File: config.mk
export PLATFORM = sky130hd
export DESIGN_NAME = offs_servo
export DESIGN_NICKNAME = d
export VERILOG_FILES = /design/src/rtl/offs_pkg.sv /design/src/rtl/offs_cfg_chk.sv /design/src/rtl/offs_hyst_flag.sv /design/src/rtl/offs_step_cnt.sv /design/src/rtl/offs_settle.sv /design/src/rtl/offs_servo.sv
export SDC_FILE = /design/constraint.sdc
export NUM_CORES = 1
export LEC_CHECK = 0
export BUFFER_PORTS_ARGS = -buffer_cell sky130_fd_sc_hd__buf_2
export CORE_UTILIZATION = 25
export CTS_CLUSTER_DIAMETER = 50
export CTS_CLUSTER_SIZE = 28
export DETAILED_ROUTE_END_ITERATION = 12
export PLACE_DENSITY = 0.44
export SLEW_MARGIN = 20
export SYNTH_ARGS = -nofsm -noshare
export SYNTH_HDL_FRONTEND = slang
export SYNTH_SLANG_ARGS = --single-unit
File: constraint.sdc
create_clock -name clk -period 2.79 [get_ports clk]
set_input_delay 0.558 -clock clk [delete_from_list [all_inputs] [get_ports clk]]
set_output_delay 0.558 -clock clk [all_outputs]
set_load 0.005 [all_outputs]
File: src/rtl/offs_pkg.sv
package offs_pkg;

  typedef enum logic [1:0] {
    MV_HOLD = 2'b00,
    MV_UP   = 2'b01,
    MV_DN   = 2'b10
  } move_e;

  localparam int DEF_CODE_W   = 10;
  localparam int DEF_CNT_W    = 5;
  localparam int DEF_SETTLE_N = 8;

endpackage

File: src/rtl/offs_cfg_chk.sv
module offs_cfg_chk #(
  parameter int CODE_W = 10
) (
  input  logic              clk,
  input  logic              rst,
  input  logic [CODE_W-1:0] thr_min,
  input  logic [CODE_W-1:0] thr_mid_lo,
  input  logic [CODE_W-1:0] thr_mid_hi,
  input  logic [CODE_W-1:0] thr_max,
  output logic [CODE_W-1:0] q_min,
  output logic [CODE_W-1:0] q_mid_lo,
  output logic [CODE_W-1:0] q_mid_hi,
  output logic [CODE_W-1:0] q_max,
  output logic              cfg_err
);

  localparam int N_THR = 4;

  logic [CODE_W-1:0] thr_vec [N_THR];
  logic [N_THR-2:0]  ordered;

  assign thr_vec[0] = thr_min;
  assign thr_vec[1] = thr_mid_lo;
  assign thr_vec[2] = thr_mid_hi;
  assign thr_vec[3] = thr_max;

  // each neighbouring pair must rise strictly
  genvar g;
  generate
    for (g = 0; g < N_THR - 1; g++) begin : g_pair
      assign ordered[g] = thr_vec[g] < thr_vec[g+1];
    end
  endgenerate

  always_ff @(posedge clk) begin
    if (rst) begin
      q_min    <= thr_min;
      q_mid_lo <= thr_mid_lo;
      q_mid_hi <= thr_mid_hi;
      q_max    <= thr_max;
      cfg_err  <= ~(&ordered);
    end
  end

endmodule

File: src/rtl/offs_hyst_flag.sv
module offs_hyst_flag #(
  parameter int CODE_W    = 10,
  parameter bit SET_ABOVE = 1'b1
) (
  input  logic              clk,
  input  logic              rst,
  input  logic              en,
  input  logic [CODE_W-1:0] code,
  input  logic [CODE_W-1:0] set_thr,
  input  logic [CODE_W-1:0] clr_thr,
  output logic              flag_nxt,
  output logic              flag_q
);

  logic hit_set;
  logic hit_clr;

  generate
    if (SET_ABOVE) begin : g_above
      assign hit_set = code > set_thr;
      assign hit_clr = code < clr_thr;
    end else begin : g_below
      assign hit_set = code < set_thr;
      assign hit_clr = code > clr_thr;
    end
  endgenerate

  always_comb begin
    flag_nxt = flag_q;
    if (en) begin
      if (hit_set)      flag_nxt = 1'b1;
      else if (hit_clr) flag_nxt = 1'b0;
    end
  end

  always_ff @(posedge clk) begin
    if (rst) flag_q <= 1'b0;
    else     flag_q <= flag_nxt;
  end

endmodule

File: src/rtl/offs_step_cnt.sv
module offs_step_cnt
  import offs_pkg::*;
#(
  parameter int CNT_W = 5
) (
  input  logic                  clk,
  input  logic                  rst,
  input  logic                  en,
  input  move_e                 move,
  output logic [CNT_W-1:0]      level,
  output logic [(1<<CNT_W)-1:0] sw_word
);

  localparam int              N_SW    = 1 << CNT_W;
  localparam logic [CNT_W-1:0] LVL_TOP = {CNT_W{1'b1}};
  localparam logic [CNT_W-1:0] LVL_MID = CNT_W'(N_SW / 2);

  logic [CNT_W-1:0] lvl_nxt;
  logic [N_SW-1:0]  sw_nxt;

  always_comb begin
    lvl_nxt = level;
    if (en) begin
      unique case (move)
        MV_UP:   if (level != LVL_TOP) lvl_nxt = level + 1'b1;
        MV_DN:   if (level != '0)      lvl_nxt = level - 1'b1;
        default: lvl_nxt = level;
      endcase
    end
  end

  genvar i;
  generate
    for (i = 0; i < N_SW; i++) begin : g_therm
      assign sw_nxt[i] = {1'b0, lvl_nxt} > (CNT_W+1)'(i);
    end
  endgenerate

  always_ff @(posedge clk) begin
    if (rst) begin
      level   <= LVL_MID;
      sw_word <= {{(N_SW/2){1'b0}}, {(N_SW/2){1'b1}}};
    end else begin
      level   <= lvl_nxt;
      sw_word <= sw_nxt;
    end
  end

endmodule

File: src/rtl/offs_settle.sv
module offs_settle #(
  parameter int SETTLE_N = 8
) (
  input  logic clk,
  input  logic rst,
  input  logic en,
  input  logic busy,
  output logic settled
);

  localparam int              QW    = $clog2(SETTLE_N + 1);
  localparam logic [QW-1:0]   Q_TOP = QW'(SETTLE_N);

  logic [QW-1:0] quiet_q;

  always_ff @(posedge clk) begin
    if (rst) begin
      quiet_q <= '0;
      settled <= 1'b0;
    end else if (en) begin
      if (busy) begin
        quiet_q <= '0;
        settled <= 1'b0;
      end else if (quiet_q != Q_TOP) begin
        quiet_q <= quiet_q + 1'b1;
        settled <= (quiet_q + 1'b1) == Q_TOP;
      end
    end
  end

endmodule

File: src/rtl/offs_servo.sv
module offs_servo
  import offs_pkg::*;
#(
  parameter int CODE_W   = DEF_CODE_W,
  parameter int CNT_W    = DEF_CNT_W,
  parameter int SETTLE_N = DEF_SETTLE_N
) (
  input  logic                  clk,
  input  logic                  rst,
  input  logic                  smp_vld,
  input  logic [CODE_W-1:0]     dly_code,
  input  logic [CODE_W-1:0]     thr_min,
  input  logic [CODE_W-1:0]     thr_mid_lo,
  input  logic [CODE_W-1:0]     thr_mid_hi,
  input  logic [CODE_W-1:0]     thr_max,
  output logic                  req_up,
  output logic                  req_dn,
  output logic [CNT_W-1:0]      level,
  output logic [(1<<CNT_W)-1:0] sw_word,
  output logic                  settled,
  output logic                  cfg_err
);

  logic [CODE_W-1:0] q_min, q_mid_lo, q_mid_hi, q_max;
  logic              loop_en;
  logic              up_nxt, dn_nxt;
  move_e             move;

  offs_cfg_chk #(.CODE_W(CODE_W)) u_cfg (
    .clk(clk), .rst(rst),
    .thr_min(thr_min), .thr_mid_lo(thr_mid_lo),
    .thr_mid_hi(thr_mid_hi), .thr_max(thr_max),
    .q_min(q_min), .q_mid_lo(q_mid_lo),
    .q_mid_hi(q_mid_hi), .q_max(q_max),
    .cfg_err(cfg_err)
  );

  assign loop_en = smp_vld & ~cfg_err;

  // outer high threshold raises the down request, inner high drops it
  offs_hyst_flag #(.CODE_W(CODE_W), .SET_ABOVE(1'b1)) u_dn (
    .clk(clk), .rst(rst), .en(loop_en), .code(dly_code),
    .set_thr(q_max), .clr_thr(q_mid_hi),
    .flag_nxt(dn_nxt), .flag_q(req_dn)
  );

  // outer low threshold raises the up request, inner low drops it
  offs_hyst_flag #(.CODE_W(CODE_W), .SET_ABOVE(1'b0)) u_up (
    .clk(clk), .rst(rst), .en(loop_en), .code(dly_code),
    .set_thr(q_min), .clr_thr(q_mid_lo),
    .flag_nxt(up_nxt), .flag_q(req_up)
  );

  always_comb begin
    if (up_nxt)      move = MV_UP;
    else if (dn_nxt) move = MV_DN;
    else             move = MV_HOLD;
  end

  offs_step_cnt #(.CNT_W(CNT_W)) u_cnt (
    .clk(clk), .rst(rst), .en(loop_en), .move(move),
    .level(level), .sw_word(sw_word)
  );

  offs_settle #(.SETTLE_N(SETTLE_N)) u_settle (
    .clk(clk), .rst(rst), .en(loop_en),
    .busy(up_nxt | dn_nxt), .settled(settled)
  );

endmodule

==> results by stage <==
Final layout:
- The library cells used most frequently in the layout, excluding fill and tap cells, are buf_2, inv_1, ha_1.
- The final layout contains 701 nets.
- The finished layout holds 807 standard cells, fillers aside.
- The library cell used most frequently in the layout, excluding fill and tap cells, is buf_2.
- Cells with a size suffix above 1 make up between 30% and 40% of the layout.
- The antenna diode count is 0.
- The final cell area excluding filler cells is about 6000 sq um.
- Relative to the synthesized area, the layout overhead comes to 30.99%.

Timing:
- The number of endpoints with negative hold slack in the final report is 0.
- Setup violations remaining at the end of the flow were counted as 0.
- Final hold analysis gives a worst-case slack of roughly 400 ps.
- For the final database, setup skew stands at between 8 and 9 ps.
- The portion of the clock cycle consumed by the worst path in the final layout is 96.37%.
- The number of max-slew violations in the final report is 0.
- The worst path needs 2689 ps of the cycle, external delays included.
- Timing would allow up to 371.9 MHz.
- Setup repair after global routing could not meet its margin everywhere.

Logic synthesis:
- Synthesis produced 441 cells.
- The netlist area before placement is ~4500 sq um.
- The count of distinct cell types in the synthesized netlist is between 50 and 60.
- The total nets after synthesis is about 560.
- The share of async-settable or async-resettable flops after synthesis is 0%.
- The fraction of the yosys area taken by sequential cells is 46.01%.
- Yosys printed 0 warnings.
- The mean instance size in the synthesized netlist is a little over 10 sq um.
- The most used flip-flop cell after synthesis is dfxtp_1.
- The flop and latch count out of synthesis is 84.
- In this run, synthesis inferred slightly above 40 flip-flops with an integrated enable.

Detailed routing:
- The iteration count of the initial detailed-routing pass is 4.
- The routed layout has around 3600 vias.
- The violation count after the first detailed-routing iteration is 130.
- The number of design rule violations left after detail routing is 0.
- Using the TritonRoute via totals, the vias-per-cell ratio works out to around 4.5.
- The final wirelength is ~11 mm.
- The wire length per cell is 14.03 um.
- In this run the remaining antenna-violating nets after routing total 0.

GRT:
- The number of antenna violations at the first check in global routing is 0.
- Entering global routing, the biggest net connects 30 pins.
- The global-route usage over all layers is 12.81%.
- After global routing the overflow that remains totals 0.
- The via count of the first global-routing pass is between 3000 and 4000.
- The wire length of the first global-routing pass is 18.14 mm.

Setup path:
- The highest fanout seen on the critical path is 8.
- STA puts the critical path data required time at around 3000 ps.
- The type of origin of the critical path is a flop.
- The critical path class is reg -> reg.
- The signal on the critical path passes through inv_1 > ha_1 > nand4_1 > buf_4 > a21oi_4 > o31ai_2 > or2_4 > or4_4 > o211a_4 > nor2_8 > o22ai_1.
- The category of the worst setup path capture point is a flop.
- The number of buffer and inverter instances along the worst setup path is 2.
- Data on the critical path arrives at its endpoint at approximately 2900 ps.
- On the worst path, the slowest cell contributes a delay of just over 500 ps.
- For this design, the slowest cell found on the critical path is or4_4.
- On the critical path the largest part of the delay comes from simple AND/OR/NAND/NOR gates.

Die:
- The row count is 48.
- The height of the chip is between 100 and 150 um.
- For this configuration, the core starts out at a cell density of roughly a quarter.
- The area of the core region is between 15000 and 20000 sq um.
- In this run the count of I/O pins placed on the die edge is 94.
- The die covers 18730 sq um.
- The floorplan step set the die width to 136.9 um.

Clock tree:
- Counting every sink on the clock net gives 84.
- The H-tree was split into 3 levels.
- The clock insertion delay at the later pin of the skew report is between 300 and 400 ps.
- In this run the deepest clock path goes through 2 buffers.
- In this run, CTS created clock tree buffers numbering 9.
- TritonCTS built the clock tree.
- The tree is rooted in a clkbuf_16.
- The register clock-pin slew on the reported worst setup and hold paths is approximately 70 ps.
- The number of hold buffers added after CTS is 0.

Placement:
- The count of buffers added on input and output ports is a little over 90.
- Once placement finished, the instance area stood at around 5600 sq um.
- The final weighted congestion in routability-driven placement is roughly 0.84.
- The cell total after placement is roughly 790.
- The wire-length estimate of the detail-placed layout is roughly 9.2 mm.

Power and ir drop:
- The leakage power is around 0.0028 uW.
- The worst supply voltage drop on vdd is 0.2875 mV.
- The total power divided by cell area is 553.8 nW/um^2.

Flow run:
- Across the run, the number of max-cap violations was 0.

Worst hold path:
- The worst hold path class is in -> reg.

Status:
- The run finished with clean final reports.
-- state kept, by name (all words and copies together) (netlist names), 4 cells and up --
register / cells
u_cfg.q_mid_lo: 10
u_cfg.q_mid_hi: 10
u_cnt.sw_word: 31
u_cnt.level: 5
u_settle.quiet_q: 4
u_cfg.q_max: 10
u_cfg.q_min: 10
-- worst register-to-register path: stages (launching register included) --
cell      delay, ps
edfxtp_1        320
inv_1            60
ha_1            300
nand4_1         210
buf_4           220
a21oi_4         110
o31ai_2         100
or2_4           270
or4_4           510
o211a_4         210
nor2_8          180
o22ai_1         100
-- synth_stat cells, drive strengths merged, types with 2 or more instances --
library cell,n,area [sq um]
ha,70,875.8
nor3,9,56.31
o211a,2,20.02
or3,2,12.51
edfxtp,41,1231
xnor2,2,25.03
a21o,13,97.59
a21oi,26,130.1
nor2b,9,56.30
a41oi,2,17.52
buf,7,55.05
nand3,13,75.07
o31ai,3,22.52
or4,2,15.01
dfxtp,43,860.8
o211ai,4,30.03
a211oi,4,30.03
nand2b,9,56.30
nand2,18,75.07
o21bai,2,15.01
o2111ai,2,17.52
a22oi,2,15.01
a21boi,3,22.52
o22ai,2,12.51
inv,74,277.8
and3,2,12.51
nor2,28,133.9
o21ai,19,102.6
clkbuf,3,11.26
and2,4,25.02
a31oi,3,18.77
nand4,6,37.54
-- metrics by stage --
step                power [uW]  worst slack, ps  TNS, ps  util, %
detailed placement        2135           -305.4    -8858    31.84
floorplan                 1816            96.01        0        -
finish                    3298            101.3        0    33.96
global placement          2126           -298.4    -8653    31.84
global route              3483            5.589        0    33.96
CTS                       3333            17.85        0    33.52
-- report_power, final --
part           internal, uW  switching (uW)
clock network           682             497
registers              1390            30.1
logic                   319             383
-- per-layer routing --
metal	GRT usage [%]	wire (um)	vias up	share of wire, %
met4	4.457	193	0	1.7
li1	-	-	1819	-
met5	0	0	-	0
met3	3.889	705	15	6.2
met1	15.65	5154	1667	46
met2	21.29	5268	92	47
-- area by class of cell --
cell class / instances / area (sq um)
sequential: 84 / 2092
multi-input combinational: 273 / 2181
clock inverter: 4 / 31.28
inverter: 74 / 277.8
timing repair buffer: 136 / 828.3
fill: 1840 / 11580
tap: 225 / 281.5
clock buffer: 11 / 264.0
-- worst paths after layout --
| check | start | to | slack [ps] | cells past startpoint |
|---|---|---|---|---|
| worst min register to register | u_settle.settled$_SDFFE_PP0P_ | u_settle.settled$_SDFFE_PP0P_ | 500 | 2 |
| worst min-delay path | thr_min[0] | u_cfg.q_min[0]$_DFFE_PP_ | 400 | 1 |
| worst max-delay path | u_cfg.q_mid_lo[7]$_DFFE_PP_ | u_cnt.sw_word[20]$_SDFF_PP0_ | 100 | 11 |
| worst max register to register | u_cfg.q_mid_lo[7]$_DFFE_PP_ | u_cnt.sw_word[20]$_SDFF_PP0_ | 100 | 11 |
-- timing repair --
action | 4_1_cts | 5_1_grt
gates resized for setup | 0 | 16
endpoints found under the setup margin | 0 | 37
setup buffers | 0 | 1
-- cell families after synthesis --
| family | count (synthesis) | share of synthesized area [%] |
|---|---|---|
| simple gates | 106 | 12.93 |
| buf+inv | 84 | 7.567 |
| other cells | 1 | 0.08247 |
| compound gates | 92 | 13.18 |
| fa+ha+maj | 70 | 19.26 |
| xor+xnor | 3 | 0.7432 |
| mux | 1 | 0.2202 |
| flops | 84 | 46.01 |
Power figures use the tool's default switching activity.
